--- src/rtl/phacc_pkg.sv ---
package phacc_pkg;
    // Default slicing of the accumulator: four byte-wide adder stages.
    parameter int unsigned PHACC_SLICE_W_DEF = 8;
    parameter int unsigned PHACC_SLICES_DEF  = 4;

    // Bit position of the lowest bit of slice k.
    function automatic int unsigned slice_lsb(input int unsigned k, input int unsigned w);
        return k * w;
    endfunction
endpackage

--- src/rtl/phacc_delay.sv ---
// Fixed-depth register delay line; depth 0 is a plain wire.
module phacc_delay #(
    parameter int unsigned W     = 8,
    parameter int unsigned DEPTH = 1
) (
    input  logic         clk,
    input  logic         rst,
    input  logic [W-1:0] d_i,
    output logic [W-1:0] q_o
);
    generate
        if (DEPTH == 0) begin : g_wire
            assign q_o = d_i;
        end else begin : g_regs
            logic [W-1:0] pipe_d [DEPTH];
            logic [W-1:0] pipe_q [DEPTH];

            always_comb begin
                pipe_d[0] = d_i;
                for (int i = 1; i < int'(DEPTH); i++) begin
                    pipe_d[i] = pipe_q[i-1];
                end
            end

            always_ff @(posedge clk) begin
                if (rst) begin
                    for (int i = 0; i < int'(DEPTH); i++) begin
                        pipe_q[i] <= '0;
                    end
                end else begin
                    for (int i = 0; i < int'(DEPTH); i++) begin
                        pipe_q[i] <= pipe_d[i];
                    end
                end
            end

            assign q_o = pipe_q[DEPTH-1];
        end
    endgenerate
endmodule

--- src/rtl/phacc_slice.sv ---
// One slice of the accumulator: holds its own slice of the running phase
// and registers the carry handed to the next slice.
module phacc_slice #(
    parameter int unsigned W = 8
) (
    input  logic         clk,
    input  logic         rst,
    input  logic [W-1:0] addend_i,
    input  logic         cin_i,
    output logic [W-1:0] sum_o,
    output logic         cout_o
);
    typedef struct packed {
        logic [W-1:0] sum;
        logic         cy;
    } slice_st_t;

    slice_st_t    st_d;
    slice_st_t    st_q;
    logic [W:0]   wide_sum;

    always_comb begin
        wide_sum = {1'b0, st_q.sum} + {1'b0, addend_i} + {{W{1'b0}}, cin_i};
        st_d.sum = wide_sum[W-1:0];
        st_d.cy  = wide_sum[W];
    end

    always_ff @(posedge clk) begin
        if (rst) begin
            st_q <= '0;
        end else begin
            st_q <= st_d;
        end
    end

    assign sum_o  = st_q.sum;
    assign cout_o = st_q.cy;
endmodule

--- src/rtl/cascade_phase_acc.sv ---
module cascade_phase_acc
    import phacc_pkg::*;
#(
    parameter  int unsigned SLICE_W    = PHACC_SLICE_W_DEF,
    parameter  int unsigned NUM_SLICES = PHACC_SLICES_DEF,
    localparam int unsigned ACC_W      = SLICE_W * NUM_SLICES
) (
    input  logic             clk,
    input  logic             rst,
    input  logic [ACC_W-1:0] incr_i,
    input  logic             carry_in_i,
    output logic [ACC_W-1:0] phase_o,
    output logic             carry_out_o
);
    localparam int unsigned LATENCY = NUM_SLICES - 1;

    logic [SLICE_W-1:0] addend  [NUM_SLICES];
    logic [SLICE_W-1:0] sl_sum  [NUM_SLICES];
    logic [NUM_SLICES:0] cy_chain;

    assign cy_chain[0] = carry_in_i;

    generate
        for (genvar k = 0; k < int'(NUM_SLICES); k++) begin : g_slice
            localparam int unsigned LSB = slice_lsb(k, SLICE_W);

            // Input skew: slice k works on the sample taken k edges ago.
            phacc_delay #(.W(SLICE_W), .DEPTH(k)) u_skew (
                .clk (clk),
                .rst (rst),
                .d_i (incr_i[LSB +: SLICE_W]),
                .q_o (addend[k])
            );

            phacc_slice #(.W(SLICE_W)) u_add (
                .clk      (clk),
                .rst      (rst),
                .addend_i (addend[k]),
                .cin_i    (cy_chain[k]),
                .sum_o    (sl_sum[k]),
                .cout_o   (cy_chain[k+1])
            );

            // Output deskew: align every slice with the top slice.
            phacc_delay #(.W(SLICE_W), .DEPTH(LATENCY - k)) u_deskew (
                .clk (clk),
                .rst (rst),
                .d_i (sl_sum[k]),
                .q_o (phase_o[LSB +: SLICE_W])
            );
        end
    endgenerate

    // The top slice's carry is already aligned with the deskewed word.
    assign carry_out_o = cy_chain[NUM_SLICES];
endmodule


--- config.mk ---
export PLATFORM = sky130hd
export DESIGN_NAME = cascade_phase_acc
export DESIGN_NICKNAME = d
export VERILOG_FILES = /design/src/rtl/phacc_pkg.sv /design/src/rtl/phacc_delay.sv /design/src/rtl/phacc_slice.sv /design/src/rtl/cascade_phase_acc.sv
export SDC_FILE = /design/constraint.sdc
export NUM_CORES = 1
export LEC_CHECK = 0
export BUFFER_PORTS_ARGS = -buffer_cell sky130_fd_sc_hd__buf_2
export CORE_MARGIN = 3
export CORE_UTILIZATION = 50
export DETAILED_ROUTE_END_ITERATION = 6
export GPL_TIMING_DRIVEN = 0
export PLACE_DENSITY = 0.79
export SLEW_MARGIN = 10
export SYNTH_ARGS = -nofsm -noshare
export SYNTH_HDL_FRONTEND = slang
export SYNTH_SLANG_ARGS = --single-unit
--- constraint.sdc ---
create_clock -name clk -period 2.9 [get_ports clk]
set_input_delay 0.58 -clock clk [delete_from_list [all_inputs] [get_ports clk]]
set_output_delay 0.58 -clock clk [all_outputs]
set_load 0.01 [all_outputs]
After elaboration in Yosys (flattened, before gate mapping). Memory sizes are Yosys's and may differ from the RTL's. Index checks and enable logic that the tools add are counted.

Add/sub/neg operators: 8. Mux-type cells: 17. Bitwise operators: 10. Reductions and logical operators: 2.

Operators with widths (number): 8-bit two-way mux (12); 8-bit by 8-bit adder with 9-bit output (4); 9-bit by 1-bit adder with 9-bit output (4); 8-bit OR reduction (2); 1-bit OR (10); 1-bit two-way mux (5).

Flip-flop bits (word level): 36. RAM bits: 96. Logic and storage cells: 51. Memories kept: 6.

Memory list: g_slice[0].u_deskew.g_regs.pipe_q (words 3, width 8, rd ports 3, clocked after memory_dff 0, write ports 3, line phacc_delay.sv:16) `logic [W-1:0] pipe_q [DEPTH];`; g_slice[3].u_skew.g_regs.pipe_q (words 3, width 8, rd ports 3, clocked after memory_dff 0, write ports 3, line phacc_delay.sv:16); g_slice[1].u_deskew.g_regs.pipe_q (words 2, width 8, rd ports 2, clocked after memory_dff 0, write ports 2, line phacc_delay.sv:16); g_slice[2].u_skew.g_regs.pipe_q (words 2, width 8, rd ports 2, clocked after memory_dff 0, write ports 2, line phacc_delay.sv:16); g_slice[1].u_skew.g_regs.pipe_q (words 1, width 8, rd ports 1, clocked after memory_dff 0, write ports 1, line phacc_delay.sv:16); g_slice[2].u_deskew.g_regs.pipe_q (words 1, width 8, rd ports 1, clocked after memory_dff 0, write ports 1, line phacc_delay.sv:16).

Logic depth before layout (Yosys ltp).
Word-level depth: 3. Depth in mapped cells: 6.

Cells and area by module. Synthesis repeated with hierarchy kept, for this count alone.

Cell total of the unflattened synthesis: 458. Area total of the unflattened synthesis: 5207.5 sq um.

Modules (own cells, without submodules): phacc_slice (times used 4, cells an instance 61, area an instance 588.1 sq um, seq. area each 180.2 sq um); phacc_delay at g_slice[0].u_deskew ... (times used 2, cells an instance 50, area an instance 693.2 sq um, seq. area each 480.5 sq um); phacc_delay at g_slice[1].u_deskew ... (times used 2, cells an instance 33, area an instance 464.2 sq um, seq. area each 320.3 sq um); phacc_delay at g_slice[1].u_skew ... (times used 2, cells an instance 16, area an instance 210.2 sq um, seq. area each 160.2 sq um); phacc_delay at g_slice[0].u_skew ... (times used 2, cells an instance 8, area an instance 60.1 sq um, seq. area each 0.0 sq um).

Worst setup path before layout. Ideal clock, no wire load.

Path kind: input port to flip-flop. Start: input incr_i[0]. End: register g_slice[0].u_add.st_q, in the netlist g_slice[0].u_add.cout_o. Arrival: 2171 ps. Data required time: 2780 ps. Setup slack: 609 ps. Stages: 6. Cell sequence: fa_1 -> fa_1 -> a211oi_2 -> o21a_1 -> nor2_1 -> o31a_1.

Longest elaborated chain between the ends: 2.

RTL lines: start, declared (line cascade_phase_acc.sv:10) `input logic [ACC_W-1:0] incr_i,`; 8-bit by 8-bit adder with 9-bit output (line phacc_slice.sv:23) `wide_sum = {1'b0, st_q.sum} + {1'b0, addend_i} + {{W{1'b0}}, cin_i};`; 9-bit by 1-bit adder with 9-bit output (line phacc_slice.sv:23); end signal, assigned (line phacc_slice.sv:32) `st_q <= st_d;`; end, declared (line phacc_slice.sv:19) `slice_st_t st_q;`.

No other way between the ends. A chain may end at the register's enable or synchronous reset.

Worst setup path in the final report.
Start: register g_slice[3].u_add.st_q, in the netlist g_slice[3].u_add.sum_o[0]. End: register g_slice[3].u_add.st_q, in the netlist g_slice[3].u_add.cout_o.

Longest elaborated chain between the ends: 2.

RTL lines (line): start, declared (phacc_slice.sv:19); start signal, assigned (phacc_slice.sv:32); 8-bit by 8-bit adder with 9-bit output (phacc_slice.sv:23); 9-bit by 1-bit adder with 9-bit output (phacc_slice.sv:23).

No other way between the ends.

==> Implementation_results.wiki <==
{| class="wikitable"
! Metric !! Value
|-
| Cell area after synthesis || 0.004938 mm2
|-
| Cells after synthesis || 444
|-
| Areal power density over the cells || 828.3 mW/mm2
|-
| Final net count || 601
|-
| First-pass GRT wire length || 16,440 um
|-
| Gr usage total || 0.1864
|-
| Upper clock frequency limit || 452.1 MHz
|-
| Cell with the most instances after synthesis || sky130_fd_sc_hd__dfxtp_1
|-
| Min Clock Period, post-route || 2.212 ns
|-
| Chip width || 105.4 um
|-
| Clock tree sinks || 132
|-
| Unrepaired setup endpoints after global routing || no
|-
| Dominant register cell in the synthesized netlist || sky130_fd_sc_hd__dfxtp_1
|-
| Slowest stage cell on the critical path || sky130_fd_sc_hd__fa_1
|-
| Maximum vdd ir drop || 0.4733 mV
|-
| Detailed-routing iteration count for the pre-antenna-repair pass || 4
|-
| Post-route clock period utilization || 0.7627
|-
| Cell family contributing the most delay on the critical path || adder cells
|-
| Critical Path RT || 3.31 ns
|-
| Largest incremental delay on the critical path || 0.51 ns
|-
| Top-level port count || 68
|-
| Detail Placement HPWL || 6487 um
|-
| DRC Markers || 0
|-
| Post-Synth Adder-Cell Area || 0.1034
|-
| Cell occurring most often along the worst timing path || sky130_fd_sc_hd__fa_1
|-
| Number of flops mapped to enable cells by yosys || 0
|-
| Final core occ || 0.6429
|-
| Skew final || 0.009424 ns
|-
| Cell type with the largest total area after synthesis || sky130_fd_sc_hd__dfxtp_1
|-
| Xor/xnor cell area share of the yosys netlist || 0.007094
|-
| WP data arrival || 2.62 ns
|-
| Die outline area || 0.01110 mm2
|-
| Quantity of gates resized following cts || 0
|-
| Hold Fails Final Rpt || 0
|-
| Detailed-route vias per instance || 5.063
|-
| Detail Route Antenna Nets || 0
|-
| Via count of the first global-routing pass || 3,548
|-
| Number of cell rows || 35
|-
| Critical Path, Cell by Cell || fa_1 > fa_1 > a211oi_2 > o21a_1 > nor2_1 > o31a_1
|-
| CTS buffer count || 17
|-
| Core box area || 0.009415 mm2
|-
| Wirelength, routed || 9499 um
|-
| Status || completed
|-
| Gp weighted congestion || 0.8122
|-
| Synth Area in Compound Gates || 0.1282
|-
| Number of vias after detailed routing || 3,402
|-
| Cell count after placement || 640
|-
| Net Count, Synth || 515
|-
| Async set-reset flop share out of synthesis || 0
|-
| Hold Path Class || input pin to flip-flop
|-
| Initial core utilization || 0.5245
|-
| Area fraction of the dominant cell type after synthesis || 0.5351
|-
| Setup-violating endpoint count in the final report || 0
|-
| Main combinational cell family by area after synthesis || simple AND/OR/NAND/NOR gates
|-
| Area Growth Syn to Fin || 22.57%
|-
| Biggest area contributors in the synthesized netlist || sky130_fd_sc_hd__dfxtp_1 (54%), sky130_fd_sc_hd__nor2b_1 (11%), sky130_fd_sc_hd__ha_1 (7.1%), sky130_fd_sc_hd__and2b_1 (3.6%), sky130_fd_sc_hd__nor2_1 (3.6%)
|-
| Diode count || 0
|-
| Aggregate negative setup slack || 0 ns
|-
| Clock latency reported for the late side of the worst-skew pair || 0.52 ns
|-
| Average size of a mapped cell || 11.12 um2
|-
| Die height || 105.4 um
|-
| Worst-Margin Slew || 0.6040 ns
|-
| Number of buffer and inverter stages on the critical path || 0
|-
| Fraction of layout instances using a drive strength above 1 || 0.2302
|-
| Share of synthesized area occupied by flip-flops and latches || 0.5351
|-
| Clock tree root driver cell || sky130_fd_sc_hd__clkbuf_8
|-
| Number of pins exceeding their max-slew limit in the final report || 0
|-
| Total of warnings raised by yosys || 0
|-
| #FFs+latches synth || 132
|-
| Leakage power total || 2.822 nW
|-
| PortBufs || 67
|-
| Clock transition at the registers of the reported paths || 0.06 ns
|-
| CTS tree || built
|-
| Overflow after GRT || 0
|-
| Fill count || 726
|-
| Number of maximum-capacitance violations || 0
|-
| Most used standard cells in the synthesized netlist || sky130_fd_sc_hd__dfxtp_1 (132), sky130_fd_sc_hd__nor2b_1 (84), sky130_fd_sc_hd__nor2_1 (47)
|-
| Maximum level of the CTS H-tree || 4
|-
| Critical path launch point type || flip-flop
|-
| Post-DR wirelength/cell || 14.14 um
|-
| Initial antenna violation count || 0
|-
| Simple-gate share of the synthesized area || 0.1999
|-
| Headroom to the max-slew limit || 0.5973
|-
| Count of routing violations after the opening detailed-route iteration || 112
|-
| Largest net degree at the start of global routing || 17
|-
| Post-CTS setup buffer count || 0
|-
| Multiplexer share of the synthesized area || 0.01216
|-
| Number of hold buffers added after CTS || 0
|-
| Number of buffers on the longest clock path || 2
|-
| Maximum fanout encountered on the critical timing path || 3
|-
| Critical setup path kind || flip-flop to flip-flop
|-
| Kind of end point of the critical path || flip-flop
|-
| Cell variety after synth || 36
|-
| Filler-free cell count of the finished design || 672
|}
==> path summary, 6_finish.rpt <==
path                                                         startpoint                                        to  slack [ns]  cells after the start
worst max-delay path                          g_slice[3].u_add.sum_o[0]                   g_slice[3].u_add.cout_o        0.69                      6
worst min-delay path                                         incr_i[28]     g_slice[3].u_skew.g_regs.pipe_q[0][4]        0.26                      2
worst max register to register                g_slice[3].u_add.sum_o[0]                   g_slice[3].u_add.cout_o        0.69                      6
worst min register to register  g_slice[0].u_deskew.g_regs.pipe_q[0][2]  g_slice[0].u_deskew.g_regs.pipe_q[0][10]        0.43                      1
==> cells by family (layout without fill, tap and decap cells) <==
| logic type | count (synthesis) | after routing |
|---|---|---|
| simple gates | 171 | 171 |
| flops | 132 | 132 |
| compound gates | 80 | 80 |
| fa+ha+maj | 36 | 36 |
| buf+inv | 17 | 116 |
| xor+xnor | 4 | 4 |
| mux | 4 | 4 |
==> power breakdown <==
| part | leakage [nW] | internal, mW | total (mW) | switching, mW |
|---|---|---|---|---|
| combinational | 1.44 | 0.356 | 0.735 | 0.378 |
| clock | 0.303 | 1.40 | 2.20 | 0.798 |
| sequential | 1.08 | 2.00 | 2.08 | 0.0780 |
| total | 2.82 | 3.76 | 5.01 | 1.25 |
==> layout make-up <==
class	count	area [um2]	area share
sequential	132	2643	0.4365
multi-input combinational	295	2226	0.3677
clock buffer	17	414.1	0.06842
timing repair buffer	67	335.3	0.05539
clock inverter	15	203.9	0.03369
tap	129	161.4	0.02666
buffer	15	62.56	0.01033
inverter	2	7.507	0.001240
==> stage by stage <==
stage / hold slack, ns / setup WS [ns] / total power, mW / area (um2)
floorplan: 0.4109 / 0.6089 / 2.647 / 4938
global placement: 0.4136 / 0.4067 / 2.788 / 5435
detailed placement: 0.4207 / 0.3766 / 2.829 / 5435
CTS: 0.2510 / 0.6871 / 5.042 / 6053
global route: 0.2453 / 0.6112 / 5.254 / 6053
finish: 0.2629 / 0.6881 / 5.014 / 6053
==> layout by cell type, fill, tap and decap left out, types with 3 or more instances in the layout <==
| master | instances |
|---|---|
| sky130_fd_sc_hd__clkbuf_1 | 12 |
| sky130_fd_sc_hd__nor3_1 | 4 |
| sky130_fd_sc_hd__clkinv_2 | 3 |
| sky130_fd_sc_hd__clkbuf_16 | 16 |
| sky130_fd_sc_hd__mux2_4 | 4 |
| sky130_fd_sc_hd__buf_2 | 69 |
| sky130_fd_sc_hd__clkinv_4 | 4 |
| sky130_fd_sc_hd__nand4b_1 | 3 |
| sky130_fd_sc_hd__and2b_1 | 24 |
| sky130_fd_sc_hd__ha_1 | 28 |
| sky130_fd_sc_hd__nor2_1 | 47 |
| sky130_fd_sc_hd__a211oi_2 | 8 |
| sky130_fd_sc_hd__a31oi_1 | 3 |
| sky130_fd_sc_hd__fa_1 | 8 |
| sky130_fd_sc_hd__a21o_1 | 7 |
| sky130_fd_sc_hd__inv_6 | 3 |
| sky130_fd_sc_hd__xnor2_1 | 4 |
| sky130_fd_sc_hd__nand2b_1 | 3 |
| sky130_fd_sc_hd__o22ai_2 | 4 |
| sky130_fd_sc_hd__o21ai_0 | 20 |
| sky130_fd_sc_hd__o21a_1 | 4 |
| sky130_fd_sc_hd__o21bai_2 | 4 |
| sky130_fd_sc_hd__bufinv_16 | 4 |
| sky130_fd_sc_hd__nor2b_1 | 84 |
| sky130_fd_sc_hd__a211o_1 | 4 |
| sky130_fd_sc_hd__dfxtp_1 | 132 |
| sky130_fd_sc_hd__o31a_1 | 4 |
| sky130_fd_sc_hd__a211oi_1 | 12 |
==> sequential cells by signal, summed over array words and instances, names as in the netlist <==
| register | count |
|---|---|
| g_slice.u_skew.g_regs.pipe_q | 48 |
| g_slice.u_add.sum_o | 32 |
| g_slice.u_add.cout_o | 4 |
| g_slice.u_deskew.g_regs.pipe_q | 48 |
==> metal layers <==
metal	share of wire	vias to the layer above	track usage
li1	-	1699	-
met1	0.45	1614	0.2255
met2	0.50	79	0.3078
met3	0.046	10	0.05511
met4	0.013	0	0.08060
met5	0	-	0
Power figures use the tool's default switching activity.
